==> src/rtl/exc_pkg.sv <==
// Shared constants and types for the exception vectoring unit.
// Assumes a 20-bit vector offset space; only three offsets are legal outputs.
package exc_pkg;
    localparam int VEC_W = 20;

    localparam logic [VEC_W-1:0] VEC_NONE  = 20'h00000;
    localparam logic [VEC_W-1:0] VEC_STORE = 20'h01200;
    localparam logic [VEC_W-1:0] VEC_BKPT  = 20'h01300;
    localparam logic [VEC_W-1:0] VEC_SMI   = 20'h01400;
    localparam logic [VEC_W-1:0] VEC_RSV_LO = 20'h01500;
    localparam logic [VEC_W-1:0] VEC_RSV_HI = 20'h02FFF;

    typedef enum logic [1:0] {
        SRC_NONE  = 2'd0,
        SRC_BKPT  = 2'd1,
        SRC_STORE = 2'd2,
        SRC_SMI   = 2'd3
    } exc_src_e;

    // Map a winning source to its vector offset.
    function automatic logic [VEC_W-1:0] vec_of(exc_src_e src);
        case (src)
            SRC_BKPT:  return VEC_BKPT;
            SRC_STORE: return VEC_STORE;
            SRC_SMI:   return VEC_SMI;
            default:   return VEC_NONE;
        endcase
    endfunction
endpackage

==> src/rtl/exc_bkpt_match.sv <==
// Instruction breakpoint comparator.
// Assumes big-endian bit numbering: bits 0..29 of the register are [ADDR_W-1:2],
// bit 30 is the enable at [1]. The two low address bits are ignored (word compare).
module exc_bkpt_match #(
    parameter int ADDR_W = 32
) (
    input  logic [ADDR_W-1:0] next_pc,
    input  logic [ADDR_W-1:0] bkpt_cfg,
    output logic              hit
);
    localparam int EN_BIT = 1;

    logic unused_bits;

    // Word-address compare qualified by the enable bit.
    assign hit = bkpt_cfg[EN_BIT] && (bkpt_cfg[ADDR_W-1:2] == next_pc[ADDR_W-1:2]);

    // Bits that play no part in the compare.
    assign unused_bits = ^{bkpt_cfg[0], next_pc[1:0]};
endmodule

==> src/rtl/exc_smi_sync.sv <==
// Multi-flop synchronizer for the level-sensitive system-management request.
// Assumes STAGES >= 2; reset is synchronous and active low.
module exc_smi_sync #(
    parameter int STAGES = 2
) (
    input  logic clk,
    input  logic rst_n,
    input  logic req_async,
    output logic req_sync
);
    logic [STAGES-1:0] shreg;

    // Shift the request through the synchronizer chain.
    always_ff @(posedge clk) begin
        if (!rst_n) begin
            shreg <= '0;
        end else begin
            shreg <= {shreg[STAGES-2:0], req_async};
        end
    end

    assign req_sync = shreg[STAGES-1];
endmodule

==> src/rtl/exc_align_rank.sv <==
// Priority encoder for alignment fault causes.
// Assumes flags[0] is the highest-ranked cause; code i+1 names flags[i], code 0 none.
module exc_align_rank #(
    parameter int NUM_CAUSE = 4,
    parameter int CODE_W    = $clog2(NUM_CAUSE + 1)
) (
    input  logic [NUM_CAUSE-1:0] flags,
    output logic [CODE_W-1:0]    code
);
    // Scan from lowest to highest rank so the highest active cause wins.
    always_comb begin
        code = '0;
        for (int i = NUM_CAUSE - 1; i >= 0; i--) begin
            if (flags[i]) begin
                code = CODE_W'(i + 1);
            end
        end
    end
endmodule

==> src/rtl/exc_vector_unit.sv <==
// Exception cause detection and vectoring unit (top).
// Detects breakpoint, store translation fault and gated system-management
// interrupt, arbitrates them in a fixed order, and registers the winner with
// the ranked alignment cause. Outputs hold until exc_ack. Synchronous active-low reset.
module exc_vector_unit
    import exc_pkg::*;
#(
    parameter int ADDR_W      = 32,
    parameter int NUM_ALIGN   = 4,
    parameter int SYNC_STAGES = 2,
    localparam int CODE_W     = $clog2(NUM_ALIGN + 1)
) (
    input  logic                 clk,
    input  logic                 rst_n,
    input  logic [ADDR_W-1:0]    next_pc,
    input  logic [ADDR_W-1:0]    bkpt_cfg,
    input  logic                 msr_ee,
    input  logic                 smi_req,
    input  logic                 st_valid,
    input  logic                 dtlb_hit,
    input  logic                 dtlb_chg_set,
    input  logic [NUM_ALIGN-1:0] align_flags,
    input  logic                 exc_ack,
    output logic                 exc_taken,
    output logic [VEC_W-1:0]     exc_vector,
    output logic [CODE_W-1:0]    align_code
);
    logic        bkpt_hit;
    logic        smi_sync;
    logic        smi_fire;
    logic        store_fault;
    logic [CODE_W-1:0] align_next;
    exc_src_e    src_win;

    exc_bkpt_match #(.ADDR_W(ADDR_W)) u_bkpt (
        .next_pc  (next_pc),
        .bkpt_cfg (bkpt_cfg),
        .hit      (bkpt_hit)
    );

    exc_smi_sync #(.STAGES(SYNC_STAGES)) u_sync (
        .clk       (clk),
        .rst_n     (rst_n),
        .req_async (smi_req),
        .req_sync  (smi_sync)
    );

    exc_align_rank #(.NUM_CAUSE(NUM_ALIGN), .CODE_W(CODE_W)) u_rank (
        .flags (align_flags),
        .code  (align_next)
    );

    // Store fault: TLB miss, or hit whose changed bit still needs setting.
    assign store_fault = st_valid && (!dtlb_hit || !dtlb_chg_set);

    // Synchronized interrupt qualified by the machine-state enable.
    assign smi_fire = smi_sync && msr_ee;

    // Fixed-order arbitration: breakpoint, then store fault, then interrupt.
    always_comb begin
        if (bkpt_hit)         src_win = SRC_BKPT;
        else if (store_fault) src_win = SRC_STORE;
        else if (smi_fire)    src_win = SRC_SMI;
        else                  src_win = SRC_NONE;
    end

    // Output register: capture when idle, hold while taken, clear on acknowledge.
    always_ff @(posedge clk) begin
        if (!rst_n) begin
            exc_taken  <= 1'b0;
            exc_vector <= VEC_NONE;
            align_code <= '0;
        end else if (exc_taken) begin
            if (exc_ack) begin
                exc_taken  <= 1'b0;
                exc_vector <= VEC_NONE;
                align_code <= '0;
            end
        end else begin
            exc_taken  <= (src_win != SRC_NONE);
            exc_vector <= vec_of(src_win);
            align_code <= align_next;
        end
    end

    // only the three legal offsets accompany the strobe.
    p_vec_legal_r1: assert property (@(posedge clk) disable iff (!rst_n)
        exc_taken |-> (exc_vector == VEC_STORE || exc_vector == VEC_BKPT || exc_vector == VEC_SMI));

    // reserved span never appears; idle vector is zero.
    p_no_reserved_r2: assert property (@(posedge clk) disable iff (!rst_n)
        !(exc_vector >= VEC_RSV_LO && exc_vector <= VEC_RSV_HI));
    p_idle_zero_r2: assert property (@(posedge clk) disable iff (!rst_n)
        !exc_taken |-> (exc_vector == VEC_NONE));

    // a breakpoint seen while idle always wins the next report.
    p_bkpt_first_r7: assert property (@(posedge clk) disable iff (!rst_n)
        (!exc_taken && bkpt_hit) |=> (exc_taken && exc_vector == VEC_BKPT));

    // a store fault without a breakpoint is reported as such.
    p_store_next_r3: assert property (@(posedge clk) disable iff (!rst_n)
        (!exc_taken && !bkpt_hit && store_fault) |=> (exc_vector == VEC_STORE));

    // highest-ranked cause appears one edge later while idle.
    p_top_cause_r8: assert property (@(posedge clk) disable iff (!rst_n)
        (!exc_taken && align_flags[0]) |=> (align_code == CODE_W'(1)));
    p_code_range_r8: assert property (@(posedge clk) disable iff (!rst_n)
        align_code <= CODE_W'(NUM_ALIGN));

    // outputs hold until acknowledged, then clear.
    p_hold_r10: assert property (@(posedge clk) disable iff (!rst_n)
        (exc_taken && !exc_ack) |=> (exc_taken && $stable(exc_vector) && $stable(align_code)));
    p_ack_clear_r10: assert property (@(posedge clk) disable iff (!rst_n)
        (exc_taken && exc_ack) |=> !exc_taken);
endmodule

==> config.mk <==
export PLATFORM = sky130hd
export DESIGN_NAME = exc_vector_unit
export DESIGN_NICKNAME = d
export VERILOG_FILES = /design/src/rtl/exc_pkg.sv /design/src/rtl/exc_bkpt_match.sv /design/src/rtl/exc_smi_sync.sv /design/src/rtl/exc_align_rank.sv /design/src/rtl/exc_vector_unit.sv
export SDC_FILE = /design/constraint.sdc
export NUM_CORES = 1
export LEC_CHECK = 0
export BUFFER_PORTS_ARGS = -buffer_cell sky130_fd_sc_hd__clkbuf_2
export CORE_AREA = 2 2 55 78
export CTS_CLUSTER_DIAMETER = 150
export DETAILED_ROUTE_END_ITERATION = 10
export DIE_AREA = 0 0 57 80
export GPL_ROUTABILITY_DRIVEN = 0
export PLACE_DENSITY = 0.63
export SETUP_SLACK_MARGIN = 0.5
export SYNTH_ARGS = -nofsm -noshare
export SYNTH_HDL_FRONTEND = slang
export SYNTH_SLANG_ARGS = --single-unit
==> constraint.sdc <==
create_clock -name clk -period 2.94 [get_ports clk]
set_input_delay 0.588 -clock clk [delete_from_list [all_inputs] [get_ports clk]]
set_output_delay 0.588 -clock clk [all_outputs]
set_load 0.005 [all_outputs]
Word level (Yosys, flattened, before mapping)
Index checks and enable logic that the tools add are counted.
{"block": "classes", "eq_ne": 5, "reduce_logical": 7, "n_mux": 14}
{"op": "20-bit 2-to-1 mux", "count": 2}
{"op": "13-bit one-hot mux with 3 select lines", "count": 1}
{"op": "30-bit == test", "count": 1}
{"op": "3-bit 2-to-1 mux", "count": 6}
{"op": "2-bit 2-to-1 mux", "count": 3}
{"op": "2-bit == test, second input constant", "count": 2}
{"op": "1-bit logical AND", "count": 3}
{"op": "2-bit by 1-bit == test with 1-bit output, second input constant", "count": 1}
{"op": "1-bit zero test", "count": 2}
{"op": "1-bit 2-to-1 mux", "count": 2}
{"op": "2-bit != test, second input constant", "count": 1}
{"op": "2-bit nonzero test", "count": 1}
{"op": "1-bit logical OR", "count": 1}
{"block": "word_totals", "out_inout_bits": 24, "register_bits": 26, "input_bits": 76}

Depth between registers and ports, before layout
{"block": "logic_depth", "depth_word": 8, "depth_mapped": 8, "depth_no_buf": 8}

By module
A second synthesis with hierarchy kept.
{"block": "unflattened", "hier_cells": 103, "area_unflattened_um2": 964.7}
{"mod": "exc_vector_unit", "n_inst": 1, "cells_each": 54, "area_each_um2": 544.3}
{"mod": "exc_bkpt_match", "n_inst": 1, "cells_each": 40, "area_each_um2": 332.8}
{"mod": "exc_smi_sync", "n_inst": 1, "cells_each": 4, "area_each_um2": 52.6}
{"mod": "exc_align_rank", "n_inst": 1, "cells_each": 5, "area_each_um2": 35.0}

Worst setup path after synthesis
No wires, ideal clock.
{"block": "synth_path", "path_type": "input port to flip-flop", "startpoint": "in next_pc[11]", "endpoint": "reg exc_vector[9]", "arrival_ps": 2118, "path_stages": 8, "setup_time_ps": 122, "setup_slack_ps": 700, "path_cell_list": "xor2_1 > nor4_1 > nand4_1 > or4_4 > and2_1 > ha_1 > nand2b_1 > a21boi_0"}
{"block": "synth_between", "elab_chain_cells": 6, "word_cells_on_any_way": 8}
{"item": "start: declaration", "line_no": "exc_vector_unit.sv:15", "source": "input logic [ADDR_W-1:0] next_pc,"}
{"item": "30-bit == test (*)", "line_no": "exc_bkpt_match.sv:16", "source": "assign hit = bkpt_cfg[EN_BIT] && (bkpt_cfg[ADDR_W-1:2] == next_pc[ADDR_W-1:2]);"}
{"item": "1-bit logical AND (*)", "line_no": "exc_bkpt_match.sv:16"}
{"item": "2-bit 2-to-1 mux (*)", "line_no": "exc_vector_unit.sv:61", "source": "if (bkpt_hit) src_win = SRC_BKPT;"}
{"item": "2-bit == test or 2-bit by 1-bit == test with 1-bit output (tied branches)", "line_no": "exc_pkg.sv:22", "source": "case (src)"}
{"item": "13-bit one-hot mux with 3 select lines (*)", "line_no": "exc_pkg.sv:22"}
{"item": "20-bit 2-to-1 mux (*)", "line_no": "exc_vector_unit.sv:73", "source": "end else if (exc_taken) begin"}
{"item": "end signal: assignment", "line_no": "exc_vector_unit.sv:81", "source": "exc_vector <= vec_of(src_win);"}
{"item": "end: declaration", "line_no": "exc_vector_unit.sv:25", "source": "output logic [VEC_W-1:0] exc_vector,"}
Every way passes the cells marked *; elsewhere a longest branch is shown, timed or not.
A chain may end at the register's enable or synchronous reset.

Final worst setup path
Ends and elaborated chain as after synthesis.

==> summary.md <==
| Metric | Value |
|---|---|
| Largest family of logic cells by synthesized area | `XOR/XNOR gates` |
| Dpl cell area | `1310 um^2` |
| Hold Crit Class | `reg2reg` |
| Async set-reset flop share out of synthesis | `0%` |
| Routed vias | `980` |
| Warnings from Yosys | `0` |
| Mapped Cells | `109` |
| Final worst slack | `687 ps` |
| Core area | `3850 um^2` |
| MaxCap Viol Count | `0` |
| Dpl ws | `428 ps` |
| Drt drc | `0` |
| WL/cell | `9.05 um` |
| Post-synth EDFFs | `0` |
| Final setup fails | `0` |
| Fin crit period | `2250 ps` |
| Area contributors post-synth | `dfxtp_1, xor2_1, buf_4` |
| Hold path endpoint | `u_sync.shreg[1]$_SDFF_PN0_` |
| Worst flop-to-flop path endpoint | `exc_vector[9]$_SDFFE_PN0P_` |
| Post-synthesis simple-gate area fraction | `23.9%` |
| PD cells | `300 nW/um^2` |
| Status | `finished clean` |
| Post-synth top cells | `xor2_1, buf_4, dfxtp_1, xnor2_1, nand2_1` |
| Post-synth top area cell | `dfxtp_1` |
| I/O pin total | `100` |
| Final Hold Viols | `0` |
| Synth Area in XOR/XNOR | `28.4%` |
| Leakage | `0.715 nW` |
| Initial core utilization | `24.0%` |
| Dominant cell by count in the synthesized netlist | `xor2_1` |
| Synth top area share | `21.6%` |
| CP Cell Sequence | `clkbuf_2, xor2_1, nor4_1, nand4_1, or4_4, and2_1, ha_1, nand2b_1, a21boi_0` |
| Routed WL | `2100 um` |
| Initial DRC count | `46` |
| Crit path capture type | `flop` |
| CTS Hold Bufs | `0` |
| CTS sink count | `10` |
| Layout cell share with drive strength beyond 1 | `45.0%` |
| Post-Synth Adder-Cell Area | `4.05%` |
| Die Area | `4560 um^2` |
| Layout Area Growth over Synthesis | `45.8%` |
| Post-Layout Inst Area | `1350 um^2` |
| PostCTS Resize Cnt | `0` |
| Layout net count | `270` |
| Die width | `57 um` |
| Max Slew Vio Count | `0` |
| CP delay by family, top | `simple AND/OR/NAND/NOR gates` |
| Synth unique cells | `27` |
| Register area share after synthesis | `21.6%` |
| Period Utilization, post-route | `76.6%` |
| Vias in the first global route | `917` |
| Post-synthesis mux area share | `1.08%` |
| Fill count | `428` |
| Cell Rows | `27` |
| Fmax | `444 MHz` |
| First-pass GRT wire length | `3380 um` |
| Reg2Reg Depth | `6` |
| Antenna Nets Post-Route | `0` |
| Crit-path max cell delay | `530 ps` |
| Startpoint Class | `input port` |
| Post-CTS setup buffers | `0` |
| Crit path max-delay cell type | `or4_4` |
| Port Buffers | `80` |
| WP data arrival | `2410 ps` |
| Worst Path Required | `3090 ps` |
| WP buf/inv | `1` |
| Detailed placement HPWL | `1940 um` |
| Synth Area in Compound Gates | `6.35%` |
| Min-delay src | `u_sync.shreg[0]$_SDFF_PN0_` |
| Largest net degree at the start of global routing | `16` |
| Chip height | `80 um` |
| Worst hold margin | `432 ps` |
| CTS clk-pin slew, worst paths | `40 ps` |
| Vias per cell | `4.22` |
| Unrepaired setup endpoints after global routing | `no` |
| Clock buffer depth | `2` |
| Clock skew | `0.354 ps` |
| Crit path kind | `in2reg` |
| Netlist Area Pre-Place | `926 um^2` |
| Drt pass-1 iters | `4` |
| Setup TNS Final | `0 ps` |
| Post-Synthesis Mean Instance Area | `8.49 um^2` |
| Worst R2R Setup Slack | `1850 ps` |
| # diodes | `0` |
| Tot GR Track Use | `9.12%` |
| Worst-Skew Late Latency | `230 ps` |
| Total CTS buffers | `3` |
| CTS tree | `done` |
| Synth Register Bits | `10` |
| RR Startpoint | `u_sync.shreg[1]$_SDFF_PN0_` |
| Hold path depth | `1` |
| H-tree depth | `1` |
| Grt ovf | `0` |
| Root Buffer | `clkbuf_8` |
| Critical path fanouts, max | `5` |
| Post-synth top flop | `dfxtp_1` |
| Maximum vdd drop | `0.199 mV` |
| Initial antenna violation count | `0` |
-- routing by layer --
layer	global-route usage, %	share of wire [%]
met2	19.3	54
met5	0	0
met3	1.94	14
met4	2.79	0.38
met1	8.15	32
-- sequential cells by signal, indices dropped and copies added (netlist names) --
name and cells:
u_sync.shreg 2, exc_vector 4, exc_taken 1, align_code 3
-- cell type report --
class	instances	area [um^2]	share of cell area, %
clock buffers	3	41.3	3.06
flip-flops and latches	10	200	14.8
well taps	43	53.8	3.99
inverters	1	3.75	0.278
repair buffers	80	400	29.7
multi-input cells	95	651	48.2
-- placed cells by master (no fill, tap or decap), types with 3 or more instances in the layout --
cell type | Yosys | layout
nand4_1 | 4 | 4
a21boi_0 | 3 | 3
clkbuf_2 | 0 | 80
nor4_1 | 5 | 5
xnor2_1 | 10 | 10
dfxtp_1 | 10 | 10
nand2b_1 | 3 | 3
nand2_1 | 6 | 6
ha_1 | 3 | 3
conb_1 | 1 | 16
and2_1 | 5 | 5
o21ai_0 | 3 | 3
xor2_1 | 20 | 20
clkbuf_8 | 0 | 3
nand3b_1 | 4 | 4
-- how the worst max path moves through the flow --
stage                     start                     endpoint  slack (ps)  cells after the start
CTS                 next_pc[11]   exc_vector[9]$_SDFFE_PN0P_         670                      9
global route         next_pc[8]  exc_vector[12]$_SDFFE_PN0P_         550                      9
floorplan           next_pc[11]   exc_vector[9]$_SDFFE_PN0P_         700                      8
finish              next_pc[11]   exc_vector[9]$_SDFFE_PN0P_         690                      9
detailed placement  next_pc[11]   exc_vector[9]$_SDFFE_PN0P_         430                      9
global placement     next_pc[4]  exc_vector[12]$_SDFFE_PN0P_         440                      9
-- kinds of logic after synthesis --
kind of cell / Yosys count
adders and majority gates: 3
AOI/OAI and AO/OA: 9
buffers and inverters: 19
and+or+nand+nor: 36
DFF: 10
other: 1
muxes: 1
xor gates and xnor gates: 30
-- through the flow --
step | cells | power (mW) | utilization (%)
finish | 232 | 0.405 | 35.1
global route | 232 | 0.434 | 35.1
CTS | 232 | 0.416 | 35.1
detailed placement | 229 | 0.276 | 34.0
global placement | 229 | 0.274 | 34.0
floorplan | 124 | 0.223 | -
-- power by group --
part	total, mW	switching [mW]	internal [mW]	leakage [nW]
Clock	0.134	0.0447	0.0889	0.0216
Combinational	0.121	0.0500	0.0713	0.611
Sequential	0.150	0.00696	0.143	0.0822
Total	0.405	0.102	0.303	0.715
Power figures use the tool's default switching activity.
